[config.mk]
export PLATFORM = sky130hd
export DESIGN_NAME = pcstack_unit
export DESIGN_NICKNAME = d
export VERILOG_FILES = /design/src/rtl/pcstack_pkg.sv /design/src/rtl/pcs_irq_merge.sv /design/src/rtl/pcs_ctrl.sv /design/src/rtl/pcs_stack.sv /design/src/rtl/pcstack_unit.sv
export SDC_FILE = /design/constraint.sdc
export NUM_CORES = 1
export LEC_CHECK = 0
export ABC_AREA = 1
export BUFFER_PORTS_ARGS = -buffer_cell sky130_fd_sc_hd__buf_2
export CORE_MARGIN = 2
export CORE_UTILIZATION = 45
export DETAILED_ROUTE_END_ITERATION = 16
export GPL_TIMING_DRIVEN = 0
export REMOVE_ABC_BUFFERS = 1
export SETUP_SLACK_MARGIN = 0.02
export SYNTH_ARGS = -nofsm -noshare
export SYNTH_HDL_FRONTEND = slang
export SYNTH_SLANG_ARGS = --single-unit
export TNS_END_PERCENT = 20
[constraint.sdc]
create_clock -name clk -period 1.91 [get_ports clk]
set_input_delay 0.382 -clock clk [delete_from_list [all_inputs] [get_ports clk]]
set_output_delay 0.382 -clock clk [all_outputs]
set_load 0.1 [all_outputs]
[src/rtl/pcstack_pkg.sv]
package pcstack_pkg;
  typedef enum logic [2:0] {
    ACT_HOLD,
    ACT_SEQ,
    ACT_JUMP,
    ACT_CALL,
    ACT_RET,
    ACT_RETI,
    ACT_IRQ,
    ACT_OVF
  } pcs_act_e;
endpackage

[src/rtl/pcs_irq_merge.sv]
module pcs_irq_merge #(
  parameter int IRQ_N = 4
) (
  input  logic [IRQ_N-1:0] irq_i,
  input  logic             step_i,
  input  logic             int_en_i,
  input  logic             int_flag_i,
  input  logic             level_full_i,
  input  logic             flow_busy_i,
  output logic             accept_o
);
  logic any_req;

  always_comb begin
    any_req  = |irq_i;
    accept_o = any_req & step_i & int_en_i & ~int_flag_i
             & ~level_full_i & ~flow_busy_i;
  end
endmodule

[src/rtl/pcs_ctrl.sv]
module pcs_ctrl
  import pcstack_pkg::*;
#(
  parameter int DEPTH = 3,
  localparam int SP_W = (DEPTH > 1) ? $clog2(DEPTH) : 1
) (
  input  logic            clk,
  input  logic            rst_n,
  input  logic            step_i,
  input  logic            jump_i,
  input  logic            call_i,
  input  logic            ret_i,
  input  logic            reti_i,
  input  logic            accept_i,
  output logic [SP_W-1:0] sp_o,
  output logic            level_full_o,
  output logic            int_flag_o,
  output logic            ovf_o,
  output logic            wr_cur_o,
  output logic            cur_tgt_o,
  output logic            wr_nxt_o,
  output logic            nxt_vec_o
);
  localparam logic [SP_W-1:0] LAST = SP_W'(DEPTH - 1);

  pcs_act_e        act;
  logic [SP_W-1:0] sp_q, sp_d;
  logic            int_q, int_d;
  logic            ovf_q, ovf_d;
  logic            at_bottom;

  // Pick the action for this cycle: call, then reti, then ret, then irq, then jump
  always_comb begin
    at_bottom = (sp_q == '0);
    act       = ACT_HOLD;
    if (step_i) begin
      if (call_i)        act = (sp_q == LAST) ? ACT_OVF : ACT_CALL;
      else if (reti_i)   act = ACT_RETI;
      else if (ret_i)    act = ACT_RET;
      else if (accept_i) act = ACT_IRQ;
      else if (jump_i)   act = ACT_JUMP;
      else               act = ACT_SEQ;
    end
  end

  // Next state and write controls for the stack entries
  always_comb begin
    sp_d      = sp_q;
    int_d     = int_q;
    ovf_d     = ovf_q;
    wr_cur_o  = 1'b0;
    cur_tgt_o = 1'b0;
    wr_nxt_o  = 1'b0;
    nxt_vec_o = 1'b0;
    unique case (act)
      ACT_SEQ:  wr_cur_o = 1'b1;
      ACT_JUMP: begin
        wr_cur_o  = 1'b1;
        cur_tgt_o = 1'b1;
      end
      ACT_CALL: begin
        wr_cur_o = 1'b1;
        wr_nxt_o = 1'b1;
        sp_d     = sp_q + SP_W'(1);
      end
      ACT_OVF: begin
        wr_cur_o = 1'b1;
        ovf_d    = 1'b1;
      end
      ACT_RET: begin
        if (at_bottom) wr_cur_o = 1'b1;
        else           sp_d     = sp_q - SP_W'(1);
      end
      ACT_RETI: begin
        int_d = 1'b0;
        if (at_bottom) wr_cur_o = 1'b1;
        else           sp_d     = sp_q - SP_W'(1);
      end
      ACT_IRQ: begin
        wr_cur_o  = 1'b1;
        cur_tgt_o = jump_i;
        wr_nxt_o  = 1'b1;
        nxt_vec_o = 1'b1;
        int_d     = 1'b1;
        sp_d      = sp_q + SP_W'(1);
      end
      default: ;
    endcase
  end

  always_ff @(posedge clk or negedge rst_n) begin
    if (!rst_n) begin
      sp_q  <= '0;
      int_q <= 1'b0;
      ovf_q <= 1'b0;
    end else if (step_i) begin
      sp_q  <= sp_d;
      int_q <= int_d;
      ovf_q <= ovf_d;
    end
  end

  always_comb begin
    sp_o         = sp_q;
    level_full_o = (sp_q == LAST);
    int_flag_o   = int_q;
    ovf_o        = ovf_q;
  end
endmodule

[src/rtl/pcs_stack.sv]
module pcs_stack #(
  parameter int              PC_W   = 12,
  parameter int              DEPTH  = 3,
  parameter logic [PC_W-1:0] VECTOR = 12'h001,
  localparam int             SP_W   = (DEPTH > 1) ? $clog2(DEPTH) : 1
) (
  input  logic            clk,
  input  logic            rst_n,
  input  logic [SP_W-1:0] sp_i,
  input  logic            wr_cur_i,
  input  logic            cur_tgt_i,
  input  logic            wr_nxt_i,
  input  logic            nxt_vec_i,
  input  logic [PC_W-1:0] target_i,
  output logic [PC_W-1:0] cur_pc_o
);
  logic [PC_W-1:0] pc_all [DEPTH];
  logic [PC_W-1:0] cur_pc;
  logic [PC_W-1:0] cur_inc;
  logic [PC_W-1:0] nxt_val;
  logic [PC_W-1:0] cur_val;

  always_comb begin
    cur_pc = '0;
    for (int k = 0; k < DEPTH; k++) begin
      if (sp_i == SP_W'(k)) cur_pc = pc_all[k];
    end
    cur_inc = cur_pc + PC_W'(1);
    cur_val = cur_tgt_i ? target_i : cur_inc;
    nxt_val = nxt_vec_i ? VECTOR : target_i;
  end

  for (genvar g = 0; g < DEPTH; g++) begin : g_lvl
    logic            sel_cur, sel_nxt, en;
    logic [PC_W-1:0] d, q;

    always_comb begin
      sel_cur = ({1'b0, sp_i} == (SP_W+1)'(g));
      sel_nxt = ({1'b0, sp_i} + (SP_W+1)'(1) == (SP_W+1)'(g));
      en      = (wr_cur_i & sel_cur) | (wr_nxt_i & sel_nxt);
      d       = (wr_nxt_i & sel_nxt) ? nxt_val : cur_val;
    end

    always_ff @(posedge clk or negedge rst_n) begin
      if (!rst_n)  q <= '0;
      else if (en) q <= d;
    end

    assign pc_all[g] = q;
  end

  assign cur_pc_o = cur_pc;
endmodule

[src/rtl/pcstack_unit.sv]
module pcstack_unit #(
  parameter int              PC_W   = 12,
  parameter int              DEPTH  = 3,
  parameter int              IRQ_N  = 4,
  parameter logic [PC_W-1:0] VECTOR = 12'h001
) (
  input  logic             clk,
  input  logic             rst_n,
  input  logic             step_i,
  input  logic             jump_i,
  input  logic             call_i,
  input  logic             ret_i,
  input  logic             reti_i,
  input  logic [PC_W-1:0]  target_i,
  input  logic [IRQ_N-1:0] irq_i,
  input  logic             int_en_i,
  output logic [PC_W-1:0]  rom_addr_o,
  output logic             int_flag_o,
  output logic             ovf_o
);
  localparam int SP_W = (DEPTH > 1) ? $clog2(DEPTH) : 1;

  logic [1:0]      rst_sync_q;
  logic            rst_core_n;
  logic [SP_W-1:0] sp;
  logic            level_full, int_flag, accept, flow_busy;
  logic            wr_cur, cur_tgt, wr_nxt, nxt_vec;

  // Reset asserts at once and is released on the clock
  always_ff @(posedge clk or negedge rst_n) begin
    if (!rst_n) rst_sync_q <= 2'b00;
    else        rst_sync_q <= {rst_sync_q[0], 1'b1};
  end
  assign rst_core_n = rst_sync_q[1];

  assign flow_busy = call_i | ret_i | reti_i;

  pcs_irq_merge #(.IRQ_N(IRQ_N)) u_irq (
    .irq_i        (irq_i),
    .step_i       (step_i),
    .int_en_i     (int_en_i),
    .int_flag_i   (int_flag),
    .level_full_i (level_full),
    .flow_busy_i  (flow_busy),
    .accept_o     (accept)
  );

  pcs_ctrl #(.DEPTH(DEPTH)) u_ctrl (
    .clk          (clk),
    .rst_n        (rst_core_n),
    .step_i       (step_i),
    .jump_i       (jump_i),
    .call_i       (call_i),
    .ret_i        (ret_i),
    .reti_i       (reti_i),
    .accept_i     (accept),
    .sp_o         (sp),
    .level_full_o (level_full),
    .int_flag_o   (int_flag),
    .ovf_o        (ovf_o),
    .wr_cur_o     (wr_cur),
    .cur_tgt_o    (cur_tgt),
    .wr_nxt_o     (wr_nxt),
    .nxt_vec_o    (nxt_vec)
  );

  pcs_stack #(.PC_W(PC_W), .DEPTH(DEPTH), .VECTOR(VECTOR)) u_stack (
    .clk       (clk),
    .rst_n     (rst_core_n),
    .sp_i      (sp),
    .wr_cur_i  (wr_cur),
    .cur_tgt_i (cur_tgt),
    .wr_nxt_i  (wr_nxt),
    .nxt_vec_i (nxt_vec),
    .target_i  (target_i),
    .cur_pc_o  (rom_addr_o)
  );

  assign int_flag_o = int_flag;
endmodule

; Yosys cells after proc, flatten, opt, wreduce, memory -nomap -nowiden
; Cells that the tools add are included.
; W data, S select, Z words.
[op_classes]
muxes = 23
addsub = 4
eq_ne = 12
n_reduce_logical = 11
bitwise_logic = 19
[ops]
columns = cell, count
row1 = $mux W12, 8
row2 = $mux W3, 6
row3 = $add A12 B1 Y12 const B, 1
row4 = $eq A3 B3 Y1 const B, 4
row5 = $and A1 B1 Y1, 11
row6 = $eq A3 B2 Y1 const B, 3
row7 = $eq A3 B1 Y1 const B, 2
row8 = $pmux W1 S2, 3
row9 = $or A1 B1 Y1, 5
row10 = $reduce_or A5 Y1, 1
row11 = $mux W2, 2
row12 = $pmux W2 S2, 1
row13 = $reduce_and A2 Y1, 2
row14 = $reduce_bool A2 Y1, 2
row15 = $reduce_or A2 Y1, 2
row16 = $reduce_or A4 Y1, 1
row17 = $add A2 B1 Y3 const B, 1
row18 = $logic_not A3 Y1, 1
row19 = $mux W1, 3
row20 = $not A1 Y1, 3
row21 = $reduce_and A3 Y1, 1
row22 = $add A2 B1 Y2 const B, 1
row23 = $eq A2 B1 Y1 const B, 1
row24 = $eq A2 B2 Y1 const B, 1
row25 = other kinds (3), 3
[word_totals]
inputBits = 24
regBits = 42
output_inout_bits = 14
word_cells = 76

; Longest topological paths before layout
[logic_depth]
ltp_word = 16
mapped_depth = 17
ltp_nobuf = 17

; Cells and area by module
; Synthesis repeated with hierarchy kept, for this count alone.
[hier_totals]
cells_unflattened = 441
hier_area_um2 = 3037.9
[by_module_without_submodules]
columns = mod, instances, cells_per_inst, area_each_um2, seq_area_each_um2
row1 = pcs_stack, 1, 360, 2513.7, 900.9
row2 = pcs_ctrl, 1, 62, 409.1, 100.1
row3 = pcstack_unit, 1, 6, 65.1, 50.0
row4 = pcs_irq_merge, 1, 13, 50.0, 0.0

; Worst setup path before layout
; Ideal clock, no wire load.
[synth_timing]
path_type = register to register
startpoint = reg u_ctrl.sp_q[0], in the netlist u_ctrl.sp_o[0]
endpoint = reg u_stack.g_lvl[0].q[11]
arrival_time_ps = 3277
period_less_slack_ps = 3402
path_buffers = 0
required_time_ps = 1785
setup_time_ps = 125
path_stages_with_launch = 16
path_slack_ps = -1492
cell_sequence = dfrtp_1 inv_1 ha_1 inv_2 nor2_8 nand2_1 a21oi_1 nand2_1 nor2_1 nand3_1 nand2_1 nand2_1 nand2_1 nand2_1 nand2_1 nand3_1
[synth_via]
elab_cells_between_ends = 39
classes_between = add/sub (2) / eq/ne (9) / mux (17) / bitwise (6) / reduce/logical (5)
[synth_rtl]
columns = item, line_no
row1 = start: declaration, pcs_ctrl.sv:27  ; logic [SP_W-1:0] sp_q, sp_d;
row2 = start signal: assignment, pcs_ctrl.sv:97  ; sp_q <= sp_d;
row3 = $logic_not A2 Y1, pcs_stack.sv:26  ; if (sp_i == SP_W'(k)) cur_pc = pc_all[k];
row4 = $mux W12 (2 in a row), pcs_stack.sv:26
row5 = $mux W12 (*), pcs_stack.sv:26
row6 = via rom_addr_o[10], pcstack_unit.sv:17  ; output logic [PC_W-1:0] rom_addr_o,
row7 = $add A12 B1 Y12 (*), pcs_stack.sv:28  ; cur_inc = cur_pc + PC_W'(1);
row8 = $mux W12 (*), pcs_stack.sv:29  ; cur_val = cur_tgt_i ? target_i : cur_inc;
row9 = $mux W12 (*), pcs_stack.sv:41  ; d = (wr_nxt_i & sel_nxt) ? nxt_val : cur_val;
row10 = end signal: assignment, pcs_stack.sv:45  ; if (!rst_n) q <= '0;
row11 = end signal: assignment, pcs_stack.sv:46  ; else if (en) q <= d;
row12 = end: declaration, pcs_stack.sv:35  ; logic [PC_W-1:0] d, q;
; Mark *: on every way through the listed nets, which the timed path passes. The rest lies on a longest branch.
; A chain may end at the register's enable or synchronous reset.

; Final worst setup path
[layout_timing]
startpoint = reg u_ctrl.sp_q[0], in the netlist u_ctrl.sp_o[0]
endpoint = reg u_stack.g_lvl[2].q[6]
[layout_via]
elab_chain_cells = 14
elab_cells_between_ends = 39
classes_between = add/sub (2) / eq/ne (10) / mux (17) / bitwise (6) / reduce/logical (4)
[layout_rtl]
columns = item, line_no
row1 = $eq A2 B2 Y1, n/a
row2 = $not A1 Y1, pcs_irq_merge.sv:17  ; & ~level_full_i & ~flow_busy_i;
row3 = $and A1 B1 Y1 (2 in a row), pcs_irq_merge.sv:17
row4 = $mux W3, pcs_ctrl.sv:40  ; else if (accept_i) act = ACT_IRQ;
row5 = $mux W3, pcs_ctrl.sv:39  ; else if (ret_i) act = ACT_RET;
row6 = $mux W3, pcs_ctrl.sv:38  ; else if (reti_i) act = ACT_RETI;
row7 = $mux W3, pcs_ctrl.sv:37  ; if (call_i) act = (sp_q == LAST) ? ACT_OVF : ACT_CALL;
row8 = $mux W3, pcs_ctrl.sv:36  ; if (step_i) begin
row9 = $eq A3 B1 Y1 (tied with other cells), pcs_ctrl.sv:55  ; unique case (act)
row10 = $reduce_or A5 Y1 (no source line) or $reduce_or A2 Y1 (tied branches), n/a
row11 = $pmux W1 S2 or $mux W1 (tied branches), pcs_ctrl.sv:55
row12 = "$and A1 B1 Y1, on equally long branches", "pcs_stack.sv:40, pcs_stack.sv:41"
row13 = $or A1 B1 Y1 or $mux W12 (tied branches), "pcs_stack.sv:40, pcs_stack.sv:41"
row14 = end signal: assignment, pcs_stack.sv:45
row15 = end signal: assignment, pcs_stack.sv:46
row16 = end: declaration, pcs_stack.sv:35
; Several ways; a longest one is shown, not always the timed one.

==> reports/metrics.csv <==
metric;value;unit
tightest_slew;0.919;ns
crit_required;2.10;ns
rsz0062_at_grt;yes;
grt_max_degree;32;
io_pins;38;
wl_per_cell;20.9;um
antenna_found_initial;0;
share_comb_of_total_power;0.755;
vias_per_cell;6.16;
port-buffer-count;37;
p_sw_frac;0.545;
setup_slack;-0.485;ns
synth_top_area_cell;dfrtp_1;
pre_cts_ws;-1.76;ns
fp-row-count;30;
core_area;6720;um2
max_slew_margin;0.387;
drtAntennaViolNets;0;
grt.total_usage;0.346;
clockBufferDepth;2;
switchingPower;5340;uW
cts_tree;done;
fin_skew;0.00318;ns
final_cell_mix;120 x nand2_1, 88 x nand3_1, 39 x dfrtp_1;
internal_power;4460;uW
path_clk_slew;0.09;ns
fin_crit_sh;1.25;
synth_edf_count;0;
htreeDepth;2;
violations;setup timing;
pwr-share-clk;0.092;
critPathArrivalTime;2.58;ns
crit_path_end_kind;flop;
synthArstFlopShare;1.00;
die_h;87.1;um
finalPower;9800;uW
reg2regPathDepth;16;
postSynthAreaPerCell;6.64;um2
synth_cell_types;30;
insertedDiodeCount;0;
worstSkewPairLatency;0.31;ns
hp-class;flop to async pin;
hold_viol_final;0;
drt-total-wl;13200;um
ys.flop_type;dfrtp_1;
synth_cells;468;
place.gp.congestion;0.932;
die-width;87.1;um
min_period;2.39;ns
grt_pass1_vias;3887;
syn-cell-area;3110;um2
fin_area;4820;um2
critPathLaunchType;flop;
ys_ff_latch;42;
setup_viol;52;
place_area;3280;um2
max_cap_violations;0;
grt_pass1_wl;19800;um
peakVddDrop;0.00140;V
seqPwrFrac;0.153;
grt_overflow;0;
critPathKind;flop to flop;
nFillCells;487;
cts_buffers;5;
seq_area_frac_synth;0.338;
drive_gt1_frac;0.405;
drt-initial-drc-count;503;
final_nets;582;
cts-root-buf;clkbuf_8;
layout_commonest_cell;nand2_1;
fmax;418;MHz
power.static_leakage;0.00239;uW
syn_to_final_growth;55.1;%
synth_area_leaders;dfrtp_1 34%, nand2_1 19%, nand3_1 16%;
initial_core_util;0.462;
drv_slew;0;
p_per_area;2030;nW/um2
dp_hpwl;6340;um
yosysWarnings;0;
synth_top_area_share;0.338;
drc;0;
cts_sinks;42;
dr.pass1.iters;6;
status;complete, but fails checks;
tns;-20.88;ns
num_vias;3902;
cp_max_fo;8;
dieArea;7580;um2
through the flow:
stage | hold WS, ns | std cells | utilization
after floorplan | 0.0864 | 445 | -
after global placement | 0.166 | 562 | 0.486
after detailed placement | 0.138 | 563 | 0.489
after CTS | 0.145 | 624 | 0.683
after global routing | 0.154 | 633 | 0.717
final | 0.135 | 633 | 0.717
routing by layer:
metal | up-vias | track usage | share of wire
li1 | 1692 | - | -
met2 | 268 | 0.552 | 0.48
met5 | - | 0 | 0
met4 | 0 | 0.194 | 0.056
met1 | 1854 | 0.432 | 0.37
met3 | 88 | 0.0768 | 0.10
logic make-up after synthesis:
family                     after synthesis  synth area share
adders and majority gates                6            0.0242
buffers and inverters                   67            0.0946
xor gates and xnor gates                 4            0.0113
and+or+nand+nor                        324             0.478
other                                    1           0.00121
DFF                                     42             0.338
AOI/OAI and AO/OA                       24            0.0520
area by class of cell:
class                           count  area, um2  area share
Clock buffer                        6       82.6      0.0171
Clock inverter                      2       60.1      0.0125
Inverter                           44        226      0.0470
Multi-Input combinational cell    362       2330       0.483
Sequential cell                    42       1050       0.219
Tap cell                           80        100      0.0208
Timing Repair Buffer               95        948       0.197
Timing Repair inverter              2       17.5     0.00364
what timing repair did:
| item | CTS | global route |
|---|---|---|
| pin swaps | 58 | 20 |
| setup endpoints to repair | 52 | 52 |
| hold endpoints to repair | 2 | 0 |
| cloned | 6 | 0 |
| buffers inserted | 46 | 9 |
| hold buffers | 1 | 0 |
| gates resized for setup | 183 | 42 |
final timing paths:
check	startpoint	to	slack, ns
max reg2reg	u_ctrl.sp_o[0]	u_stack.g_lvl[2].q[6]	-0.48
max in group asynchronous	rst_sync_q[1]	u_stack.g_lvl[0].q[6]	1.32
min in group clk	rst_sync_q[0]	rst_sync_q[1]	0.36
min	rst_sync_q[1]	u_stack.g_lvl[0].q[4]	0.14
max	u_ctrl.sp_o[0]	u_stack.g_lvl[2].q[6]	-0.48
min reg2reg	rst_sync_q[1]	u_stack.g_lvl[0].q[4]	0.14
registers in the layout (all words and copies together) (netlist names):
| name | cells |
|---|---|
| u_stack.g_lvl.q | 36 |
| rst_sync_q | 2 |
| u_ctrl.ovf_o | 1 |
| u_ctrl.sp_o | 2 |
| u_ctrl.int_flag_o | 1 |
synthesized netlist by cell type, types with 2 or more instances:
| cell | n |
|---|---|
| nor2_1 | 27 |
| dfrtp_1 | 42 |
| o21ai_0 | 4 |
| buf_2 | 10 |
| nand4_1 | 14 |
| a21oi_2 | 5 |
| o21bai_1 | 2 |
| clkbuf_1 | 5 |
| inv_2 | 4 |
| buf_4 | 8 |
| nand3_1 | 102 |
| nor2_2 | 3 |
| inv_1 | 40 |
| nand2_1 | 157 |
| or2_2 | 3 |
| ha_1 | 6 |
| nand2_2 | 10 |
| xor2_1 | 4 |
| a21oi_1 | 11 |
worst max-delay path: stages, from the launching register on:
cell and delay, ns:
dfrtp_2 0.44, buf_6 0.12, ha_4 0.16, buf_12 0.14, nor2_4 0.22, nand2_2 0.09
nand2_2 0.08, nand2_4 0.07, buf_6 0.13, nor2_1 0.11, nand2_1 0.10, o21ai_1 0.15
nand2_1 0.07, nand2_1 0.10, nand2_2 0.09, nand2_1 0.09, nand3_1 0.09
power by group through the flow:
stage | Sequential (uW) | Combinational [uW] | Clock, uW
2_1_floorplan | 1490 | 3460 | 0
3_3_place_gp | 1460 | 4400 | 0
3_5_place_dp | 1450 | 4450 | 0
4_1_cts | 1450 | 6580 | 905
5_1_grt | 1530 | 7740 | 940
6_report | 1500 | 7400 | 904
Power figures use the tool's default switching activity.
